<file path="src/rtl/irq_pin_service.sv">
module irq_pin_service #(
  parameter int NPINS        = 24,
  parameter int VEC_W        = 8,
  parameter int DEST_W       = 8,
  parameter int STORM_LIMIT  = 10000,
  parameter int DEFER_CYCLES = 1000000
) (
  input  logic                      clk,
  input  logic                      rst_n,
  input  logic [NPINS-1:0]          pin_level,
  input  logic [NPINS-1:0]          ent_mask,
  input  logic [NPINS-1:0]          ent_lvl,
  input  logic [NPINS*VEC_W-1:0]    ent_vector,
  input  logic [NPINS*DEST_W-1:0]   ent_dest,
  output logic                      dlv_valid,
  input  logic                      dlv_ready,
  input  logic                      dlv_accepted,
  output logic [(NPINS>1 ? $clog2(NPINS) : 1)-1:0] dlv_pin,
  output logic [VEC_W-1:0]          dlv_vector,
  output logic [DEST_W-1:0]         dlv_dest,
  output logic                      dlv_lvl,
  input  logic                      eoi_valid,
  input  logic [VEC_W-1:0]          eoi_vector,
  input  logic                      eoi_lvl,
  output logic [NPINS-1:0]          remote_irr
);
  localparam int IDX_W = (NPINS > 1) ? $clog2(NPINS) : 1;
  localparam int CNT_W = $clog2(STORM_LIMIT + 1);
  localparam int TMR_W = $clog2(DEFER_CYCLES + 1);

  logic [NPINS-1:0] req_q, pend_q, rirr_q;
  logic [NPINS-1:0] elig, want, grant_1h, taken;
  logic [NPINS-1:0] eoi_hit, resvc_try, storm_hit, eoi_resvc, expire_set;
  logic [CNT_W-1:0] cnt_q [NPINS];
  logic             defer_q, expire, hs;
  logic [TMR_W-1:0] tmr_q;
  logic [IDX_W-1:0] sel;

  // A pending attempt survives only while the entry could legally be served.
  assign elig     = ~ent_mask & ~(ent_lvl & rirr_q) & (~ent_lvl | req_q);
  assign want     = pend_q & elig;
  assign grant_1h = want & (~want + NPINS'(1));
  assign dlv_valid = |want;
  assign hs       = dlv_valid & dlv_ready;
  assign taken    = hs ? grant_1h : '0;

  always_comb begin
    sel = '0;
    for (int i = NPINS - 1; i >= 0; i--)
      if (want[i]) sel = IDX_W'(i);
  end

  assign dlv_pin    = sel;
  assign dlv_vector = ent_vector[sel*VEC_W +: VEC_W];
  assign dlv_dest   = ent_dest[sel*DEST_W +: DEST_W];
  assign dlv_lvl    = ent_lvl[sel];
  assign remote_irr = rirr_q;

  assign expire     = defer_q && (tmr_q == TMR_W'(DEFER_CYCLES - 1));
  assign expire_set = {NPINS{expire}} & ent_lvl & req_q & ~rirr_q;

  genvar g;
  generate
    for (g = 0; g < NPINS; g++) begin : g_pin
      assign eoi_hit[g]   = eoi_valid & eoi_lvl & ent_lvl[g] &
                            (ent_vector[g*VEC_W +: VEC_W] == eoi_vector);
      assign resvc_try[g] = eoi_hit[g] & ~ent_mask[g] & req_q[g];
      assign storm_hit[g] = resvc_try[g] & (cnt_q[g] == CNT_W'(STORM_LIMIT - 1));
      assign eoi_resvc[g] = resvc_try[g] & ~storm_hit[g];

      always_ff @(posedge clk) begin
        if (!rst_n)                                 cnt_q[g] <= '0;
        else if (ent_mask[g] || !req_q[g] || storm_hit[g]) cnt_q[g] <= '0;
        else if (resvc_try[g])                      cnt_q[g] <= cnt_q[g] + CNT_W'(1);
      end

      assert_rirr_set_R4: assert property (@(posedge clk) disable iff (!rst_n)
        (dlv_valid && dlv_ready && dlv_accepted && dlv_lvl && dlv_pin == IDX_W'(g) && ent_lvl[g])
          |=> remote_irr[g]);

      assert_rirr_origin_R4: assert property (@(posedge clk) disable iff (!rst_n)
        $rose(remote_irr[g]) |->
          $past(dlv_valid && dlv_ready && dlv_accepted && dlv_pin == IDX_W'(g)));

      assert_eoi_clears_R5: assert property (@(posedge clk) disable iff (!rst_n)
        (eoi_valid && eoi_lvl && ent_lvl[g] && ent_vector[g*VEC_W +: VEC_W] == eoi_vector &&
         !(dlv_valid && dlv_ready && dlv_pin == IDX_W'(g)))
          |=> !remote_irr[g]);

      assert_cnt_bound_R7: assert property (@(posedge clk) disable iff (!rst_n)
        cnt_q[g] < CNT_W'(STORM_LIMIT));
    end
  endgenerate

  always_ff @(posedge clk) begin
    if (!rst_n) begin
      req_q   <= '0;
      pend_q  <= '0;
      rirr_q  <= '0;
      defer_q <= 1'b0;
      tmr_q   <= '0;
    end else begin
      req_q  <= pin_level;
      pend_q <= (pend_q & elig & ~taken) | (pin_level & ~req_q) | eoi_resvc | expire_set;
      rirr_q <= ((rirr_q & ~eoi_hit) | (dlv_accepted && dlv_lvl ? taken : '0)) & ent_lvl;
      if (expire) begin
        defer_q <= 1'b0;
        tmr_q   <= '0;
      end else if (defer_q) begin
        tmr_q   <= tmr_q + TMR_W'(1);
      end else if (|storm_hit) begin
        defer_q <= 1'b1;
        tmr_q   <= '0;
      end
    end
  end

  assert_never_blocked_R3: assert property (@(posedge clk) disable iff (!rst_n)
    dlv_valid |-> (!ent_mask[dlv_pin] && !(ent_lvl[dlv_pin] && remote_irr[dlv_pin])));
endmodule

</file>
<file path="config.mk">
export PLATFORM = sky130hd
export DESIGN_NAME = irq_pin_service
export DESIGN_NICKNAME = d
export VERILOG_FILES = /design/src/rtl/irq_pin_service.sv
export SDC_FILE = /design/constraint.sdc
export NUM_CORES = 1
export LEC_CHECK = 0
export BUFFER_PORTS_ARGS = -buffer_cell sky130_fd_sc_hd__buf_4
export CAP_MARGIN = 5
export CORE_MARGIN = 3
export CORE_UTILIZATION = 57
export DETAILED_ROUTE_END_ITERATION = 16
export GPL_TIMING_DRIVEN = 0
export PLACE_DENSITY = 0.83
export SYNTH_ARGS = -nofsm -noshare
export SYNTH_HDL_FRONTEND = slang
export SYNTH_SLANG_ARGS = --single-unit
export TNS_END_PERCENT = 10
</file>
<file path="constraint.sdc">
create_clock -name clk -period 4.55 [get_ports clk]
set_input_delay 0.91 -clock clk [delete_from_list [all_inputs] [get_ports clk]]
set_output_delay 0.91 -clock clk [all_outputs]
set_load 0.02 [all_outputs]
</file>
Word-level counts from Yosys, hierarchy flattened. Memory sizes are Yosys's and may differ from the RTL's. Index checks and enable logic that the tools add are counted.

$lt $le $gt $ge: 1. Equal/unequal tests: 49. Mux-type cells: 249. Reduce and logical (&&, ||, !) cells: 78. $add $sub $neg: 26. Shift operators: 2. Bitwise operators: 268.

Operator list (count): $mux W14 (48); $shiftx A192 B9 Y8 (2); $add A14 B1 Y14 const B (24); $eq A14 B14 Y1 const B (24); $and A24 B24 Y24 (12); $eq A8 B8 Y1 (24); $not A24 Y24 (8); $mux W1 (172); $and A1 B1 Y1 (146); $mux W5 (24); $or A24 B24 Y24 (5); $not A1 Y1 (49); $logic_or A1 B1 Y1 (48); $mux W24 (2); $or A1 B1 Y1 (48); $reduce_or A24 Y1 (2); $mux W20 (2); $add A24 B1 Y24 const B (1); $logic_not A1 Y1 (24); $add A20 B1 Y20 const B (1); $eq A20 B20 Y1 const B (1); $lt A5 B6 Y1 const B (1); $bmux W1 S5 (1); $logic_and A1 B1 Y1 (2); 2 further kinds (2).

Memories kept: 1. Flip-flop bits (word level): 93. Output and inout port bits: 47. Word-level logic and storage cells: 679. Memory bits (writable): 336.

Memories: cnt_q (depth 24, width 14, rd ports 24, clocked after Yosys merged registers in 0, write ports 24, line 34) `logic [CNT_W-1:0] cnt_q [NPINS];`.

Logic depth before layout (Yosys ltp).
Depth after elaboration: 35. Mapped depth: 14. Depth with buffers taken out: 11.

Least setup slack after synthesis. Ideal clock, no wire load.

Kind: input to output. Start point: input ent_lvl[6]. End point: output dlv_dest[4]. Buffers on the path: 3. Path slack: -34 ps. Arrival: 3674 ps. Stages on the path: 14. Cell sequence: inv_1 o21a_1 nor4_1 o21ai_0 o221a_2 or2_1 buf_4 inv_2 buf_2 buf_1 nand2_1 nand3_1 a21oi_1 o32ai_1.

Word-level cells in the longest chain between the ends: 13.

Ends and longest elaborated chain: start: declaration (line 12) `input logic [NPINS-1:0] ent_lvl,`; $and A24 B24 Y24 (line 40) `assign elig = ~ent_mask & ~(ent_lvl & rirr_q) & (~ent_lvl | req_q);`; $not A24 Y24 (line 40); $and A24 B24 Y24 (line 40); $and A24 B24 Y24 (*) (line 40); $and A24 B24 Y24 (*) (line 41) `assign want = pend_q & elig;`; $mux W5 (*) (7 in series) (line 50) `if (want[i]) sel = IDX_W'(i);`; named net dlv_pin (one bit) (line 18) `output logic [(NPINS>1 ? $clog2(NPINS) : 1)-1:0] dlv_pin,`; $shiftx A192 B9 Y8 (*) (line 55) `assign dlv_dest = ent_dest[sel*DEST_W +: DEST_W];`; end: declaration (line 20) `output logic [DEST_W-1:0] dlv_dest,`.

The timed path passes the listed nets; every way through them passes the cells marked *.

Final worst setup path.
Start point: input ent_mask[22]. End point: output dlv_dest[1].

Word-level cells in the longest chain between the ends: 28.

Ends and longest elaborated chain: start: declaration (line 11) `input logic [NPINS-1:0] ent_mask,`; $not A24 Y24 (line 40); $and A24 B24 Y24 (2 in series) (line 40); $and A24 B24 Y24 (line 41); $mux W5 (23 in series) (line 50); $shiftx A192 B9 Y8 (line 55).

Every way passes these cells.

==> flow_summary_export.csv <==
group,metric,value,unit
clocking,numClockSinks,429,
power_and_ir_drop,p_leak,14.34,nW
synthesis,yosys-top-cells-count,"483 x nor2_1, 385 x nand2_1, 336 x edfxtp_1, 252 x xor2_1, 246 x nand3_1",
synthesis,yosys-top-cells-area,"edfxtp_1 35%, xor2_1 7.6%, xnor2_1 6.8%",
synthesis,async_flop_share,0,%
floorplanning,num_io_pins,517,
grt,grt_pass1_wl,171.0,mm
synthesis,syn_inst,3261,
final_layout,postLayoutCellArea,37750,um^2
routing,wire_per_inst,26.11,um
placement,pre_cts_ws,-1.722,ns
clocking,clkTransAtPathRegs,0.05,ns
worst_setup_path,critPathMaxFanout,8,
final_layout,layout.cells.non_filler,4571,
clocking,cts_tree,"built",
worst_setup_path,worst-r2r-setup-slack,0.59,ns
synthesis,synth_cell_types,78,
synthesis,synth_warnings,0,
hold_path,holdPathStages,2,
timing,worst_pin_slew,1.269,ns
synthesis,yosysTopAreaCell,"edfxtp_1",
routing,drt_iter0_drc,3427,
final_layout,syn_to_final_growth,30.65,%
synthesis,syn-num-nets,3756,
timing,finalClockSkew,0.01909,ns
hold_path,min_path_type,"reg2reg",
final_layout,nets,4352,
timing,max_slew_margin,15.42,%
grt,antenna_found_initial,13,
clocking,clk_latency,0.59,ns
routing,postRouteAntennaNets,0,
grt,grt_pass1_vias,28500,
worst_setup_path,cp-end-kind,"primary output",
clocking,cts_max_level,2,
timing,setup_ws,-0.3919,ns
synthesis,syn_avg_cell_area,8.861,um^2
power_and_ir_drop,ir_drop,0.0002479,V
worst_setup_path,r2r_end,"remote_irr[6]$_SDFF_PN0_",
worst_setup_path,crit_path_start_kind,"input pin",
final_layout,drive_above_1_share,24.60,%
timing,slew_viol_final,0,
synthesis,synth_edf_count,336,
synthesis,synth.most_common_cell,"nor2_1",
final_layout,final_util,76.33,%
timing,fin_crit_sh,108.6,%
timing,hold_viol,0,
routing,vias,29350,
worst_setup_path,reg2reg_depth,14,
floorplanning,die_area,53430,um^2
routing,totalWireLength,119.3,mm
worst_setup_path,arrival,4.03,ns
grt,grt_overflow,0,
outcome,status,"complete, but fails checks",
outcome,violations,"negative setup slack",
placement,dp_cells,4434,
worst_setup_path,crit_required,3.64,ns
placement,place_area,33570,um^2
timing,rsz0062_at_grt,"yes",
power_and_ir_drop,powerDensity,340.3,nW/um^2
routing,viasPerCell,6.420,
floorplanning,start_util,58.43,%
timing,setup_viol_count_final,46,
floorplanning,rows,81,
worst_setup_path,r2r_start,"req_q[6]$_SDFF_PN0_",
clocking,cts_buffer_depth,3,
synthesis,ys_ff_latch,429,
floorplanning,core,49460,um^2
synthesis,synth-main-ff-cell,"edfxtp_1",
worst_setup_path,worstSetupPathType,"in2out",
placement,port_buffers,507,
timing,max_freq,0.2024,GHz
hold_path,hold_start,"tmr_q[2]$_SDFFE_PP0P_",
synthesis,synthDominantCellAreaShare,34.92,%
clocking,root_buffer,"clkbuf_16",
floorplanning,die_w,231.2,um
power_and_ir_drop,power,12.85,mW
clocking,cts-buffers-inserted,47,
synthesis,synth_area,28900,um^2
hold_path,hold_path_end,"tmr_q[2]$_SDFFE_PP0P_",
placement,hpwl,90.30,mm
timing,period_needed,4.942,ns
routing,drc_errors,0,
run,max-cap-violations,0,
synthesis,yosysSeqAreaShare,41.36,%
floorplanning,die_h,231.2,um
routing,first_pass_iters,6,
placement,gp_congestion,1.016,
grt,grt_max_degree,16,
grt,track_usage,42.82,%
-- cell families after synthesis --
| kind of cell | synth area share, % |
|---|---|
| xor+xnor | 14.49 |
| compound gates | 8.565 |
| buf+inv | 2.810 |
| fa+ha+maj | 1.082 |
| flops | 41.36 |
| simple gates | 28.85 |
| mux | 2.849 |
-- worst max-delay path, cell delays in order --
cell	delay [ns]
buf_8	0.10
nor2b_4	0.11
o21a_1	0.19
o211ai_1	0.17
a2111oi_4	0.39
o221a_2	0.29
or2_1	0.14
buf_8	0.17
clkinv_8	0.11
buf_16	0.18
buf_16	0.15
nand2_2	0.06
a311oi_2	0.12
a311oi_2	0.55
o32ai_2	0.16
buf_4	0.20
-- timing repair --
| action | in CTS | in global routing |
|---|---|---|
| endpoints found under the setup margin | 41 | 34 |
| pin swaps | 60 | 45 |
| gates resized for setup | 398 | 103 |
| hold buffers | 0 | 0 |
| cloned | 5 | 0 |
| setup buffers | 18 | 15 |
-- state kept, by name, summed over array words and instances (netlist names) --
name / cells
pend_q: 24
defer_q: 1
tmr_q: 20
cnt_q: 336
remote_irr: 24
req_q: 24
-- per-stage QoR --
step	hold WS [ns]	TNS, ns
floorplan	0.4576	-0.1697
global placement	0.4763	-62.87
detailed placement	0.4820	-72.07
CTS	0.4932	-3.325
global route	0.5189	-5.599
finish	0.4917	-8.492
-- cells in the final DEF, fill, tap and decap left out, drive strengths merged, types with 34 or more instances in the layout --
| cell type | n |
|---|---|
| a211oi | 50 |
| a21oi | 73 |
| a311oi | 66 |
| and2 | 34 |
| and3 | 111 |
| buf | 602 |
| clkbuf | 154 |
| dfxtp | 93 |
| edfxtp | 336 |
| inv | 44 |
| mux2i | 80 |
| nand2 | 385 |
| nand3 | 246 |
| nand3b | 38 |
| nand4 | 89 |
| nor2 | 483 |
| nor2b | 61 |
| nor3 | 46 |
| nor3b | 40 |
| nor4 | 43 |
| o21ai | 76 |
| xnor2 | 226 |
| xor2 | 252 |
-- power breakdown --
| group | switching [mW] | internal [mW] |
|---|---|---|
| registers | 0.0971 | 4.30 |
| logic | 2.49 | 1.69 |
| clock network | 1.70 | 2.57 |
| total | 4.29 | 8.56 |
-- per-layer routing --
metal	up-vias	wire, um	GRT usage (%)
li1	12900	-	-
met1	13720	39360	46.68
met2	2017	53370	69.08
met3	702	11630	8.518
met4	4	14970	42.03
met5	-	24	0
-- area by class of cell --
type / instances / area (um^2)
clock inverters: 31 / 425.4
flip-flops and latches: 429 / 11970
fillers: 3598 / 11710
well taps: 664 / 830.8
inverters: 46 / 192.7
clock buffers: 56 / 1304
multi-input cells: 2631 / 17600
diodes: 12 / 30.03
plain buffers: 155 / 1119
repair buffers: 547 / 4283
-- how the worst max path moves through the flow --
stage | to | start | slack, ns | cells after the start
2_1_floorplan | dlv_dest[0] | ent_lvl[6] | -0.02 | 14
4_1_cts | dlv_vector[2] | ent_mask[22] | -0.25 | 16
3_3_place_gp | dlv_vector[2] | ent_lvl[8] | -1.73 | 13
5_1_grt | dlv_dest[1] | req_q[10]$_SDFF_PN0_ | -0.36 | 14
6_report | dlv_dest[1] | ent_mask[22] | -0.39 | 16
3_5_place_dp | dlv_dest[5] | ent_lvl[22] | -1.72 | 13
No activity file was read; power rests on OpenSTA's default activity.
